### config.mk
export PLATFORM = sky130hd
export DESIGN_NAME = dma_req_gen
export DESIGN_NICKNAME = d
export VERILOG_FILES = /design/src/rtl/dma_req_pkg.sv /design/src/rtl/dma_req_sync.sv /design/src/rtl/dma_req_decode.sv /design/src/rtl/dma_req_chan.sv /design/src/rtl/dma_req_gen.sv
export SDC_FILE = /design/constraint.sdc
export NUM_CORES = 1
export LEC_CHECK = 0
export BUFFER_PORTS_ARGS = -buffer_cell sky130_fd_sc_hd__buf_4
export CAP_MARGIN = 20
export CORE_MARGIN = 8
export CORE_UTILIZATION = 42
export DETAILED_ROUTE_END_ITERATION = 7
export PLACE_DENSITY = 0.9
export SYNTH_ARGS = -nofsm -noshare
export SYNTH_HDL_FRONTEND = slang
export SYNTH_SLANG_ARGS = --single-unit
### constraint.sdc
create_clock -name clk_i -period 3.1 [get_ports clk_i]
set_input_delay 0.31 -clock clk_i [delete_from_list [all_inputs] [get_ports clk_i]]
set_output_delay 0.31 -clock clk_i [all_outputs]
set_load 0.01 [all_outputs]
### src/rtl/dma_req_pkg.sv
package dma_req_pkg;
  localparam int unsigned MODE_W = 4;

  localparam logic [MODE_W-1:0] MODE_EXT_DUAL = 4'b0000;
  localparam logic [MODE_W-1:0] MODE_EXT_M2D  = 4'b0010;
  localparam logic [MODE_W-1:0] MODE_EXT_D2M  = 4'b0011;
  localparam logic [MODE_W-1:0] MODE_AUTO     = 4'b0100;
  localparam logic [MODE_W-1:0] MODE_PERI     = 4'b1000;

  typedef enum logic [1:0] {
    SRC_NONE = 2'd0,
    SRC_AUTO = 2'd1,
    SRC_EXT  = 2'd2,
    SRC_PERI = 2'd3
  } src_e;
endpackage

### src/rtl/dma_req_sync.sv
module dma_req_sync #(
  parameter int unsigned NUM = 2
) (
  input  logic           clk_i,
  input  logic           rst_ni,
  input  logic [NUM-1:0] req_ni,
  input  logic [NUM-1:0] edge_mode_i,
  output logic [NUM-1:0] trig_o
);
  for (genvar i = 0; i < NUM; i++) begin : g_pin
    logic s1_q, s2_q, s3_q;

    always_ff @(posedge clk_i or negedge rst_ni) begin
      if (!rst_ni) begin
        s1_q <= 1'b1;
        s2_q <= 1'b1;
        s3_q <= 1'b1;
      end else begin
        s1_q <= req_ni[i];
        s2_q <= s1_q;
        s3_q <= s2_q;
      end
    end

    // edge: high-to-low on synchronized pin; level: synchronized low
    assign trig_o[i] = edge_mode_i[i] ? (s3_q & ~s2_q) : ~s2_q;
  end
endmodule

### src/rtl/dma_req_decode.sv
module dma_req_decode
  import dma_req_pkg::*;
#(
  parameter bit HAS_EXT = 1'b1
) (
  input  logic [MODE_W-1:0] mode_i,
  output src_e              src_o,
  output logic              single_o,
  output logic              dir_o
);
  always_comb begin
    src_o    = SRC_NONE;
    single_o = 1'b0;
    dir_o    = 1'b0;
    case (mode_i)
      MODE_AUTO: src_o = SRC_AUTO;
      MODE_PERI: src_o = SRC_PERI;
      MODE_EXT_DUAL: begin
        if (HAS_EXT) src_o = SRC_EXT;
      end
      MODE_EXT_M2D: begin
        if (HAS_EXT) begin
          src_o    = SRC_EXT;
          single_o = 1'b1;
        end
      end
      MODE_EXT_D2M: begin
        if (HAS_EXT) begin
          src_o    = SRC_EXT;
          single_o = 1'b1;
          dir_o    = 1'b1;
        end
      end
      default: ;
    endcase
  end
endmodule

### src/rtl/dma_req_chan.sv
module dma_req_chan (
  input  logic clk_i,
  input  logic rst_ni,
  input  logic gate_i,
  input  logic trig_i,
  input  logic ack_i,
  output logic req_o
);
  logic pend_q;

  always_ff @(posedge clk_i or negedge rst_ni) begin
    if (!rst_ni) pend_q <= 1'b0;
    else         pend_q <= gate_i & (trig_i | (pend_q & ~ack_i));
  end

  // gate on the output so a flag drop kills the strobe in the same cycle
  assign req_o = pend_q & gate_i;
endmodule

### src/rtl/dma_req_gen.sv
module dma_req_gen
  import dma_req_pkg::*;
#(
  parameter int unsigned NUM_CH     = 4,
  parameter int unsigned NUM_EXT    = 2,
  parameter int unsigned NUM_PERIPH = 8,
  localparam int unsigned PSEL_W    = $clog2(NUM_PERIPH)
) (
  input  logic                       clk_i,
  input  logic                       rst_ni,
  input  logic [NUM_CH-1:0]          ch_en_i,
  input  logic                       master_en_i,
  input  logic [NUM_CH-1:0]          xfer_end_i,
  input  logic                       addr_err_i,
  input  logic                       nmi_i,
  input  logic [NUM_CH*MODE_W-1:0]   mode_i,
  input  logic [NUM_EXT-1:0]         ext_edge_i,
  input  logic [NUM_EXT-1:0]         ext_req_ni,
  input  logic [NUM_PERIPH-1:0]      periph_req_i,
  input  logic [NUM_CH*PSEL_W-1:0]   periph_sel_i,
  input  logic [NUM_CH-1:0]          ack_i,
  output logic [NUM_CH-1:0]          req_o,
  output logic [NUM_CH-1:0]          single_o,
  output logic [NUM_CH-1:0]          dir_o
);
  logic [NUM_EXT-1:0] ext_trig;
  logic               glob_ok;

  assign glob_ok = master_en_i & ~addr_err_i & ~nmi_i;

  dma_req_sync #(.NUM(NUM_EXT)) u_sync (
    .clk_i       (clk_i),
    .rst_ni      (rst_ni),
    .req_ni      (ext_req_ni),
    .edge_mode_i (ext_edge_i),
    .trig_o      (ext_trig)
  );

  for (genvar c = 0; c < NUM_CH; c++) begin : g_ch
    src_e              src;
    logic              ext_t;
    logic              trig;
    logic              gate;
    logic [PSEL_W-1:0] sel;

    if (c < NUM_EXT) begin : g_ext
      assign ext_t = ext_trig[c];
    end else begin : g_noext
      assign ext_t = 1'b0;
    end

    dma_req_decode #(.HAS_EXT(c < NUM_EXT)) u_dec (
      .mode_i   (mode_i[c*MODE_W +: MODE_W]),
      .src_o    (src),
      .single_o (single_o[c]),
      .dir_o    (dir_o[c])
    );

    assign sel  = periph_sel_i[c*PSEL_W +: PSEL_W];
    assign gate = glob_ok & ch_en_i[c] & ~xfer_end_i[c];

    always_comb begin
      case (src)
        SRC_AUTO: trig = 1'b1;
        SRC_EXT:  trig = ext_t;
        SRC_PERI: trig = periph_req_i[sel];
        default:  trig = 1'b0;
      endcase
    end

    dma_req_chan u_chan (
      .clk_i  (clk_i),
      .rst_ni (rst_ni),
      .gate_i (gate),
      .trig_i (trig),
      .ack_i  (ack_i[c]),
      .req_o  (req_o[c])
    );
  end
endmodule

Word-level counts from Yosys, hierarchy flattened
Index checks and enable logic that the tools add are counted. W data, S select, Z words.

Bitwise logic cells: 40. Muxes and demuxes: 22. Reduce and logical (&&, ||, !) cells: 6. Order comparisons: 4. Equal/unequal tests: 22.

Operator list (number): $and A1 B1 Y1 (24); $eq A4 B2 Y1 const B (4); $eq A4 B3 Y1 const B (4); $eq A4 B4 Y1 const B (4); $lt A3 B4 Y1 const B (4); $bmux W1 S3 (4); $eq A2 B2 Y1 const B (6); $not A1 Y1 (12); $pmux W2 S3 (2); $mux W1 (10); $eq A2 B1 Y1 const B (4); $logic_not A4 Y1 (2); $pmux W2 S2 (2); $pmux W1 S3 (2); $reduce_or A3 Y1 (2); $or A1 B1 Y1 (4); $pmux W1 S2 (2); $reduce_or A2 Y1 (2).

Logic and storage cells: 104. Register bits: 10.

Logic depth before layout (Yosys ltp)
Depth after elaboration: 7. Depth in mapped cells: 4.

Cells and area by module
A second synthesis with hierarchy kept.

Cell total of the unflattened synthesis: 87. Area total of the unflattened synthesis: 932.1 um^2.

Modules (own cells, without submodules): dma_req_gen (sequential area each 0.0 um^2, area an instance 359.1 um^2, times used 1, cells an instance 37); dma_req_chan (sequential area each 25.0 um^2, area an instance 53.8 um^2, times used 4, cells an instance 4); dma_req_sync (sequential area each 157.7 um^2, area an instance 182.7 um^2, times used 1, cells an instance 10); dma_req_decode at g_ch[0].u_dec ... (sequential area each 0.0 um^2, area an instance 46.3 um^2, times used 2, cells an instance 6); dma_req_decode at g_ch[2].u_dec ... (sequential area each 0.0 um^2, area an instance 41.3 um^2, times used 2, cells an instance 6).

Worst setup path before layout
OpenSTA, ideal clock, no wires.

Path kind: input to output. Start: input port nmi_i. End: output port req_o[1]. Setup slack: 1.809 ns. Arrival time: 0.981 ns. Data required time: 2.790 ns. Path buffers: 1. Stages: 4. Cells stage by stage: nor3b_1 > nand3b_1 > nor2_1 > buf_4.

Cells in the longest elaborated chain, start to end: 5.

RTL lines: start, declared (RTL line dma_req_gen.sv:15) `input logic nmi_i,`; $not A1 Y1 (RTL line dma_req_gen.sv:29) `assign glob_ok = master_en_i & ~addr_err_i & ~nmi_i;`; $and A1 B1 Y1 (RTL line dma_req_gen.sv:29); $and A1 B1 Y1 (2 in series) (RTL line dma_req_gen.sv:60) `assign gate = glob_ok & ch_en_i[c] & ~xfer_end_i[c];`; $and A1 B1 Y1 (RTL line dma_req_chan.sv:17) `assign req_o = pend_q & gate_i;`; end, declared (RTL line dma_req_gen.sv:22) `output logic [NUM_CH-1:0] req_o,`.

Every way passes these cells.

Worst setup path after layout
Start: input port nmi_i. End: output port req_o[0].

Same word-level chain as after synthesis.

==> results.py <==
metrics = {
    "cells_and_area": {
        "drive_gt1_frac": 0.5310,
        "fin_nets": 204,
        "final_area_sq_um": 1349,
        "syn2layout_area_growth_pct": 53.12,
        "num_antenna_cells": 0,
    },
    "synthesis": {
        "synth_edf_count": 0,
        "yosysMostFrequentCell": "buf_4",
        "ys_types": 25,
        "synth_flop_cell": "dfstp_2",
        "yosysWarningCount": 0,
        "postSynthCellCount": 86,
        "yosys.area.top_type": "dfstp_2",
        "ys_top_cells_by_area": "dfstp_2, dfrtp_1, buf_4",
        "synth.avg_cell_area_sq_um": 10.24,
        "synthesis.area_sq_um": 880.8,
        "yosysSeqAreaShare": 0.2926,
        "async_flop_share": 1.000,
        "synth_top_area_frac": 0.1790,
        "synth_common_cells": "buf_4, mux2i_1, nand3b_1, dfstp_2, inv_1",
        "synth-seq-cells": 10,
    },
    "clocking": {
        "clock-sinks": 10,
        "clockBufferDepth": 2,
        "path_clk_slew_ns": 0.06,
        "cts-resized-gates": 0,
        "insertion_delay_ns": 0.25,
        "hold_buffers": 1,
        "cts_max_level": 1,
        "post_cts_buffers": 0,
        "root_buffer": "clkbuf_4",
        "numCtsBuffers": 3,
        "cts_tree": "built",
    },
    "timing": {
        "worst_slack_ns": 1.401,
        "finClkSkew_ns": 0.0005473,
        "max_clock_freq_mhz": 588.5,
        "rsz0062_at_grt": "no",
        "worst_slew_pin_slew_ns": 0.5996,
        "relSlewSlack": 0.5994,
        "period_needed_ns": 1.699,
        "setup_viol": 0,
        "maxSlewViolCount": 0,
        "period_share": 0.5481,
        "setup_tns_ns": 0,
        "hold_viol": 0,
    },
    "place": {
        "dpl.hpwl_mm": 2.586,
        "place_area_sq_um": 1316,
        "gp_congestion": 0.7467,
        "portBuffers": 64,
        "pre_cts_ws_ns": 1.408,
    },
    "die": {
        "die_h_microns": 61.80,
        "num_io_pins": 69,
        "die_w_microns": 61.80,
        "die_area_sq_um": 3819,
        "core_sq_um": 1962,
        "initial_core_util": 0.4490,
        "rows": 16,
    },
    "worst_hold_path": {
        "min_path_type": "in -> reg",
        "hp-start": "ext_req_ni[1]",
    },
    "critical_path": {
        "arrival_ns": 1.39,
        "crit_fanout": 4,
        "startpoint": "nmi_i",
        "ff2ff_setup_slack_ns": 1.83,
        "cp-start-kind": "primary input",
        "end_kind": "output pin",
        "cp_data_required_time_ns": 2.79,
        "r2r_start": "u_sync.g_pin[1].s3_q$_DFF_PN1_",
        "path_class": "in -> out",
    },
    "routing": {
        "via_count": 897,
        "first_pass_iters": 4,
        "antenna_left": 0,
        "drt-wirelength-per-cell_microns": 16.82,
        "via_per_inst": 5.215,
        "drt_iter0_markers": 42,
        "drc": 0,
        "drt-total-wl_mm": 2.893,
    },
    "job": {
        "max_cap_viol_count": 0,
    },
    "global_routing": {
        "grt_overflow": 0,
        "antenna_found_initial": 0,
        "grt_pass1_wl_mm": 4.443,
        "grt_pass1_vias": 996,
        "grt_start_max_net_pins": 11,
        "grt_usage": 0.1562,
    },
    "power": {
        "peakVddDrop_mv": 0.3074,
        "power_per_cell_area_nw_per_um2": 251.2,
        "leakage_nw": 0.6177,
    },
    "status": {
        "status": "finished clean",
    },
}
-- per-stage QoR --
step	power (W)	cells	utilization	hold slack, ns
3_5_place_dp	0.0002559	168	0.6709	0.1445
6_report	0.0003388	172	0.6875	0.1597
3_3_place_gp	0.0002510	168	0.6709	0.1403
5_1_grt	0.0003594	172	0.6875	0.1453
2_1_floorplan	0.0001845	89	-	0.01441
4_1_cts	0.0003435	172	0.6875	0.1507
-- cell families (layout without fill, tap and decap cells) --
group,after synthesis,after routing,synth area share
AND/OR/NAND/NOR,31,31,0.2301
buffers and inverters,17,73,0.1236
AO/OA/AOI/OAI,14,14,0.1207
multiplexers,13,13,0.2287
flip-flops,10,10,0.2926
other,1,4,0.004257
-- where the power goes --
| group | switching (W) | total (W) | internal, W |
|---|---|---|---|
| sequential | 0.00000188 | 0.000140 | 0.000138 |
| combinational | 0.0000407 | 0.000115 | 0.0000740 |
| clock | 0.0000397 | 0.0000843 | 0.0000446 |
-- layout by cell type, fill, tap and decap left out, types with 3 or more instances in the layout --
cell / Yosys / final
nor3b_1: 4 / 4
clkbuf_4: 0 / 3
o32a_1: 3 / 3
nand2b_1: 4 / 4
nand3b_1: 7 / 7
mux2i_1: 7 / 7
nand3_1: 3 / 3
buf_4: 12 / 64
mux4_2: 3 / 3
conb_1: 1 / 4
a21oi_1: 4 / 4
inv_1: 5 / 5
dfstp_2: 6 / 6
nor2_1: 4 / 4
nor4b_1: 4 / 4
o2111ai_1: 3 / 3
dfrtp_1: 4 / 4
-- worst max-delay path, cell delays in order --
cell      delay, ns
buf_4          0.11
nor3b_1        0.52
nand3b_1       0.19
nor2_1         0.13
buf_4          0.13
-- worst paths after layout --
kind,endpoint,cells after the start
setup / recovery,req_o[0],5
hold / removal,u_sync.g_pin[1].s1_q$_DFF_PN1_,1
setup reg to reg,g_ch[1].u_chan.pend_q$_DFF_PN0_,4
hold reg to reg,u_sync.g_pin[0].s2_q$_DFF_PN1_,0
max in group asynchronous,u_sync.g_pin[0].s1_q$_DFF_PN1_,2
min in group asynchronous,g_ch[1].u_chan.pend_q$_DFF_PN0_,2
-- flip-flops by register name (all words and copies together) (netlist names) --
register and cells:
u_sync.g_pin.s2_q 2, u_sync.g_pin.s3_q 2, u_sync.g_pin.s1_q 2, g_ch.u_chan.pend_q 4
-- area by class of cell --
class                           instances  area, sq um
Fill cell                             180        613.1
Multi-Input combinational cell         62        525.5
Timing Repair Buffer                   65        490.5
Sequential cell                        10        257.7
Tap cell                               27        33.78
Clock buffer                            3        22.52
Inverter                                5        18.77
-- layer usage --
metal	vias up	part of all wire	GRT usage	routed length [microns]
met5	-	0	0	0
met4	0	0.027	0.06818	78
met3	8	0.090	0.04527	261
met2	41	0.54	0.2939	1570
met1	414	0.34	0.1535	983
li1	434	-	-	-
No activity file was read; power rests on OpenSTA's default activity.
